`src/rtl/pgd_pkg.sv`:
```
package pgd_pkg;

    typedef enum logic {
        PGS_LOW  = 1'b0,
        PGS_HIGH = 1'b1
    } pg_state_e;

    // Classified view of the raw input flags.
    typedef struct packed {
        logic qualify;   // every condition needed to rise is present
        logic sag;       // a soft drop cause (sense low or rail UV)
        logic veto;      // hard cause: fault latched or supply off
    } pg_cond_t;

    function automatic int unsigned pick_rise_us(
        input bit          long_sel,
        input int unsigned long_us,
        input int unsigned short_us
    );
        return long_sel ? long_us : short_us;
    endfunction

    function automatic int unsigned cnt_width(input int unsigned limit);
        return (limit < 1) ? 1 : $clog2(limit + 1);
    endfunction

endpackage

```
`src/rtl/pgd_classify.sv`:
```
module pgd_classify
    import pgd_pkg::*;
(
    input  logic     above_hi,
    input  logic     below_lo,
    input  logic     uv_a,
    input  logic     uv_b,
    input  logic     on_cmd,
    input  logic     fault,
    output pg_cond_t cond
);
    logic rails_ok;
    logic sense_ok;

    always_comb begin
        rails_ok     = !uv_a && !uv_b;
        sense_ok     = above_hi && !below_lo;
        cond.veto    = fault || !on_cmd;
        cond.sag     = below_lo || !rails_ok;
        cond.qualify = sense_ok && rails_ok && !cond.veto;
    end
endmodule

```
`src/rtl/pgd_tick_timer.sv`:
```
module pgd_tick_timer
    import pgd_pkg::*;
#(
    parameter int unsigned LIMIT = 150
) (
    input  logic clk,
    input  logic rst,
    input  logic tick,
    input  logic run,
    output logic expired
);
    localparam int unsigned W = cnt_width(LIMIT);
    localparam logic [W-1:0] LIM_V = W'(LIMIT);

    logic [W-1:0] cnt;

    always_ff @(posedge clk) begin
        if (rst || !run) begin
            cnt <= '0;
        end else if (tick && cnt != LIM_V) begin
            cnt <= cnt + 1'b1;
        end
    end

    always_comb expired = run && (cnt == LIM_V);
endmodule

```
`src/rtl/pgd_state.sv`:
```
module pgd_state
    import pgd_pkg::*;
(
    input  logic     clk,
    input  logic     rst,
    input  pg_cond_t cond,
    input  logic     rise_done,
    input  logic     fall_done,
    output logic     pg_q
);
    pg_state_e st, st_nx;

    always_comb begin
        st_nx = st;
        unique case (st)
            PGS_LOW: begin
                if (rise_done && cond.qualify) st_nx = PGS_HIGH;
            end
            PGS_HIGH: begin
                if (cond.veto)                   st_nx = PGS_LOW;
                else if (fall_done && cond.sag)  st_nx = PGS_LOW;
            end
            default: st_nx = PGS_LOW;
        endcase
    end

    always_ff @(posedge clk) begin
        if (rst) st <= PGS_LOW;
        else     st <= st_nx;
    end

    always_comb pg_q = (st == PGS_HIGH);
endmodule

```
`src/rtl/pg_delay_gen.sv`:
```
module pg_delay_gen
    import pgd_pkg::*;
#(
    parameter bit          LONG_DELAY    = 1'b1,
    parameter int unsigned RISE_LONG_US  = 300000,
    parameter int unsigned RISE_SHORT_US = 150000,
    parameter int unsigned FALL_US       = 150
) (
    input  logic clk,
    input  logic rst,
    input  logic us_tick,
    input  logic pgin_above_hi,
    input  logic pgin_below_lo,
    input  logic uv_3v3,
    input  logic uv_5v,
    input  logic supply_on,
    input  logic fault_latched,
    output logic pwr_good
);
    localparam int unsigned RISE_US = pick_rise_us(LONG_DELAY, RISE_LONG_US, RISE_SHORT_US);

    pg_cond_t cond;
    logic     pg_q;
    logic     rise_run, fall_run;
    logic     rise_done, fall_done;

    pgd_classify u_cls (
        .above_hi (pgin_above_hi),
        .below_lo (pgin_below_lo),
        .uv_a     (uv_3v3),
        .uv_b     (uv_5v),
        .on_cmd   (supply_on),
        .fault    (fault_latched),
        .cond     (cond)
    );

    always_comb begin
        rise_run = cond.qualify && !pg_q;
        fall_run = cond.sag && pg_q;
    end

    pgd_tick_timer #(.LIMIT(RISE_US)) u_rise (
        .clk     (clk),
        .rst     (rst),
        .tick    (us_tick),
        .run     (rise_run),
        .expired (rise_done)
    );

    pgd_tick_timer #(.LIMIT(FALL_US)) u_fall (
        .clk     (clk),
        .rst     (rst),
        .tick    (us_tick),
        .run     (fall_run),
        .expired (fall_done)
    );

    pgd_state u_st (
        .clk       (clk),
        .rst       (rst),
        .cond      (cond),
        .rise_done (rise_done),
        .fall_done (fall_done),
        .pg_q      (pg_q)
    );

    always_comb pwr_good = pg_q;
endmodule

```
`config.mk`:
```
export PLATFORM = sky130hd
export DESIGN_NAME = pg_delay_gen
export DESIGN_NICKNAME = d
export VERILOG_FILES = /design/src/rtl/pgd_pkg.sv /design/src/rtl/pgd_classify.sv /design/src/rtl/pgd_tick_timer.sv /design/src/rtl/pgd_state.sv /design/src/rtl/pg_delay_gen.sv
export SDC_FILE = /design/constraint.sdc
export NUM_CORES = 1
export LEC_CHECK = 0
export ABC_AREA = 1
export BUFFER_PORTS_ARGS = -buffer_cell sky130_fd_sc_hd__buf_2
export CORE_ASPECT_RATIO = 0.75
export CORE_MARGIN = 4
export CORE_UTILIZATION = 40
export DETAILED_ROUTE_END_ITERATION = 10
export SLEW_MARGIN = 20
export SYNTH_ARGS = -nofsm -noshare
export SYNTH_HDL_FRONTEND = slang
export SYNTH_SLANG_ARGS = --single-unit
```
`constraint.sdc`:
```
create_clock -name clk -period 1.4 [get_ports clk]
set_input_delay 0 -clock clk [delete_from_list [all_inputs] [get_ports clk]]
set_output_delay 0 -clock clk [all_outputs]
set_load 0.01 [all_outputs]
```
==> results.sh <==
export IMPL_nNetsFinal=302
export IMPL_dieArea_sq_um=5210
export IMPL_cap_violations=0
export IMPL_startpoint="u_rise.cnt[1]"
export IMPL_fmax_mhz=706
export IMPL_violations="setup timing"
export IMPL_finalCritPeriodShare=1.01
export IMPL_crit_arrival_ns=1.59
export IMPL_cts_tree="yes"
export IMPL_internal_power_uw=1020
export IMPL_clock_sinks=28
export IMPL_hold_path_class="in -> reg"
export IMPL_diodes=0
export IMPL_setup_ws_ns=-0.0169
export IMPL_avgSynthCellArea_sq_um=6.58
export IMPL_tns_ns=-0.0383
export IMPL_drive_above_1_share=0.334
export IMPL_netlist_area_sq_um=1650
export IMPL_synth_compound_area_share=0.104
export IMPL_ys_warn_count=0
export IMPL_synthMuxAreaShare=0
export IMPL_start_util=0.433
export IMPL_placed_area_sq_um=1900
export IMPL_skew_ns=0.00793
export IMPL_dr_pass1_iters=4
export IMPL_crit_family="flip-flops"
export IMPL_fp_row_count=19
export IMPL_p_leak_uw=0.000802
export IMPL_place_inst=327
export IMPL_worstPathCellList="inv_2, ha_4, nand2_2, clkinv_2, nand2_4, nor2_4, a21oi_4, buf_12, nand3_1, nand2_1, nor2_1"
export IMPL_grt_pass1_wl_um=6560
export IMPL_clk_latency_ns=0.28
export IMPL_power_frac_comb=0.058
export IMPL_rsz0062_at_grt="yes"
export IMPL_end_kind="register"
export IMPL_numPortBuffers=9
export IMPL_cts_htree_levels=1
export IMPL_timing_rr_start="u_rise.cnt[1]"
export IMPL_p_sw_uw=297
export IMPL_r2r_cells=11
export IMPL_worstSetupStartpointType="register"
export IMPL_synth_xor_area_frac=0.0532
export IMPL_grt_pass1_vias=1394
export IMPL_min_from="rst"
export IMPL_swShare=0.226
export IMPL_ys_seq_elements=28
export IMPL_antenna_found_initial=0
export IMPL_worst_slew_pin_transition_ns=0.342
export IMPL_r2r_slack_ns=-0.02
export IMPL_ir_worst_vdd_v=0.000435
export IMPL_slew_viol_final=0
export IMPL_timing_rr_end="u_rise.cnt[18]"
export IMPL_synth_distinct_cells=27
export IMPL_required_ns=1.58
export IMPL_vias=1657
export IMPL_slowest_delay_ns=0.37
export IMPL_seq_area_frac_synth=0.341
export IMPL_synth_top_family_by_area="simple AND/OR/NAND/NOR gates"
export IMPL_fin_area_sq_um=2240
export IMPL_die_w_um=82.1
export IMPL_synth_simple_gate_area_share=0.380
export IMPL_syn_inst=250
export IMPL_hold_path_endpoint="u_st.pg_q"
export IMPL_drt_wl_total_um=4190
export IMPL_critPathBufInv=3
export IMPL_min_path_cells=4
export IMPL_cp_max_fo=8
export IMPL_clkPwrFrac=0.340
export IMPL_hold_violations=0
export IMPL_drt_initial_drc_count=136
export IMPL_grt_max_degree=15
export IMPL_die_h_um=63.5
export IMPL_drc=0
export IMPL_final_min_clock_period_ns=1.42
export IMPL_grt_overflow=0
export IMPL_area_delta_synth_final_pct=36.1
export IMPL_status="complete, but fails checks"
export IMPL_worstSetupPathType="reg -> reg"
export IMPL_place_congestion=0.802
export IMPL_clockRootBuffer="clkbuf_8"
export IMPL_slew_headroom=0.771
export IMPL_clockBufferDepth=2
export IMPL_grt_total_usage=0.162
export IMPL_cp_slowest_cell="dfxtp_4"
export IMPL_post_dp_hpwl_um=2800
export IMPL_p_per_area_nw_per_um2=588
export IMPL_syn_nets=263
export IMPL_p_seq_frac=0.602
export IMPL_drt_wirelength_per_cell_um=12.4
export IMPL_coreArea_sq_um=3800
export IMPL_setup_viol=4
export IMPL_num_io_pins=10
export IMPL_synth_fa_ha_area_frac=0.0304
export IMPL_fin_cells=339
export IMPL_detail_route_antenna_nets=0
export IMPL_cts_inserted_buffers=3
export IMPL_clk_pin_slew_worst_paths_ns=0.09
export IMPL_avgViaCountPerCell=4.89
==> power groups by stage <==
stage          registers [uW]  logic, uW  clock network [uW]
5_1_grt                   792       83.0                 506
6_report                  792       76.7                 448
4_1_cts                   796       72.5                 480
3_3_place_gp              815       55.8                   0
3_5_place_dp              815       56.0                   0
2_1_floorplan             815       33.4                   0
==> placed cells by master, fill, tap and decap left out, types with 2 or more instances in the layout <==
master and n:
nand2_1 54, nor2_1 32, inv_1 26, buf_4 22
dfxtp_1 19, a21oi_1 12, nand3_1 12, nand2_2 9
buf_2 9, nand4_1 7, o21ai_1 7, nor2_4 7
dfxtp_2 7, xor2_1 6, inv_2 5, a21oi_2 5
nor3_1 4, o21ai_0 4, xnor2_1 4, nand3_4 3
clkbuf_8 3, buf_6 3, nand3_2 2, nor2_2 2
nand2_4 2, nor3_2 2, clkinvlp_4 2, ha_4 2
dfxtp_4 2
==> what timing repair did <==
item / CTS / global route
endpoints found under the hold margin: 1 / 0
gates cloned: 1 / 1
buffers inserted: 4 / 2
setup endpoints to repair: 19 / 26
gates resized for setup: 25 / 41
pin swaps: 3 / 6
hold buffers: 1 / 0
==> tightest hold or removal path, delay by kind of cell <==
family	cells	cell delay, ns
buffers and inverters	1	0.12
AOI/OAI and AO/OA	1	0.06
and+or+nand+nor	2	0.10
==> how the worst max path moves through the flow <==
stage                     endpoint  slack, ns  depth (start not counted)
detailed placement   u_rise.cnt[6]      -0.08                         10
floorplan           u_rise.cnt[14]     0.0006                          8
global placement    u_rise.cnt[11]      -0.04                          7
CTS                 u_rise.cnt[17]      -0.04                         11
finish              u_rise.cnt[18]      -0.02                         11
global route        u_rise.cnt[15]      -0.12                         10
==> flip-flops by register name, summed over array words and instances (netlist names) <==
register	flops
u_rise.cnt	19
u_fall.cnt	8
u_st.pg_q	1
==> layout make-up <==
type,count,area (sq um)
Clock buffer,3,41.3
Fill cell,364,1560
Inverter,33,129
Multi-Input combinational cell,185,1120
Sequential cell,28,577
Tap cell,52,65.1
Timing Repair Buffer,37,299
Timing Repair inverter,1,7.51
==> synth_stat cells <==
| library cell | n | area share |
|---|---|---|
| nor3_1 | 6 | 0.018 |
| xor2_1 | 6 | 0.032 |
| nand3b_1 | 1 | 0.0046 |
| nor2_1 | 37 | 0.084 |
| nor2_4 | 2 | 0.014 |
| a21oi_1 | 17 | 0.052 |
| nor3_2 | 1 | 0.0061 |
| nand2_4 | 2 | 0.014 |
| o21ai_2 | 1 | 0.0053 |
| nand2_2 | 2 | 0.0076 |
| inv_2 | 1 | 0.0023 |
| o21ai_0 | 8 | 0.024 |
| o22ai_1 | 1 | 0.0038 |
| ha_1 | 4 | 0.030 |
| nand4_1 | 7 | 0.027 |
| nand2_1 | 62 | 0.14 |
| inv_1 | 30 | 0.068 |
| buf_6 | 1 | 0.0068 |
| nor3b_1 | 1 | 0.0046 |
| nand3_1 | 17 | 0.052 |
| dfxtp_1 | 28 | 0.34 |
| xnor2_1 | 4 | 0.021 |
| o21ai_1 | 3 | 0.0091 |
| nor2_2 | 2 | 0.0076 |
| a21oi_4 | 1 | 0.0099 |
| clkinv_1 | 2 | 0.0046 |
| buf_2 | 3 | 0.0091 |
==> through the flow <==
| stage | setup slack, ns | util | hold slack (ns) | total power (uW) |
|---|---|---|---|---|
| after CTS | -0.0376 | 0.550 | 0.0113 | 1350 |
| after global routing | -0.118 | 0.589 | 0.0481 | 1380 |
| after global placement | -0.0422 | 0.501 | 0.301 | 870 |
| final | -0.0169 | 0.589 | 0.0526 | 1320 |
| after floorplan | 0.000553 | - | 0.180 | 848 |
| after detailed placement | -0.0759 | 0.501 | 0.311 | 871 |
==> cell families after synthesis <==
family	Yosys count
flip-flops	28
AO/OA/AOI/OAI	31
adder cells (fa/ha/maj)	4
XOR/XNOR	10
AND/OR/NAND/NOR	140
buffers and inverters	37
==> layer usage <==
metal	part of all wire	vias up	wire length (um)	global-route usage
met2	0.39	50	1640	0.210
met1	0.52	726	2160	0.265
li1	-	874	-	-
met4	0.0086	0	36	0.0249
met3	0.084	7	351	0.0385
met5	0	-	0	0
Note: power is estimated with default switching activity, not from simulation.
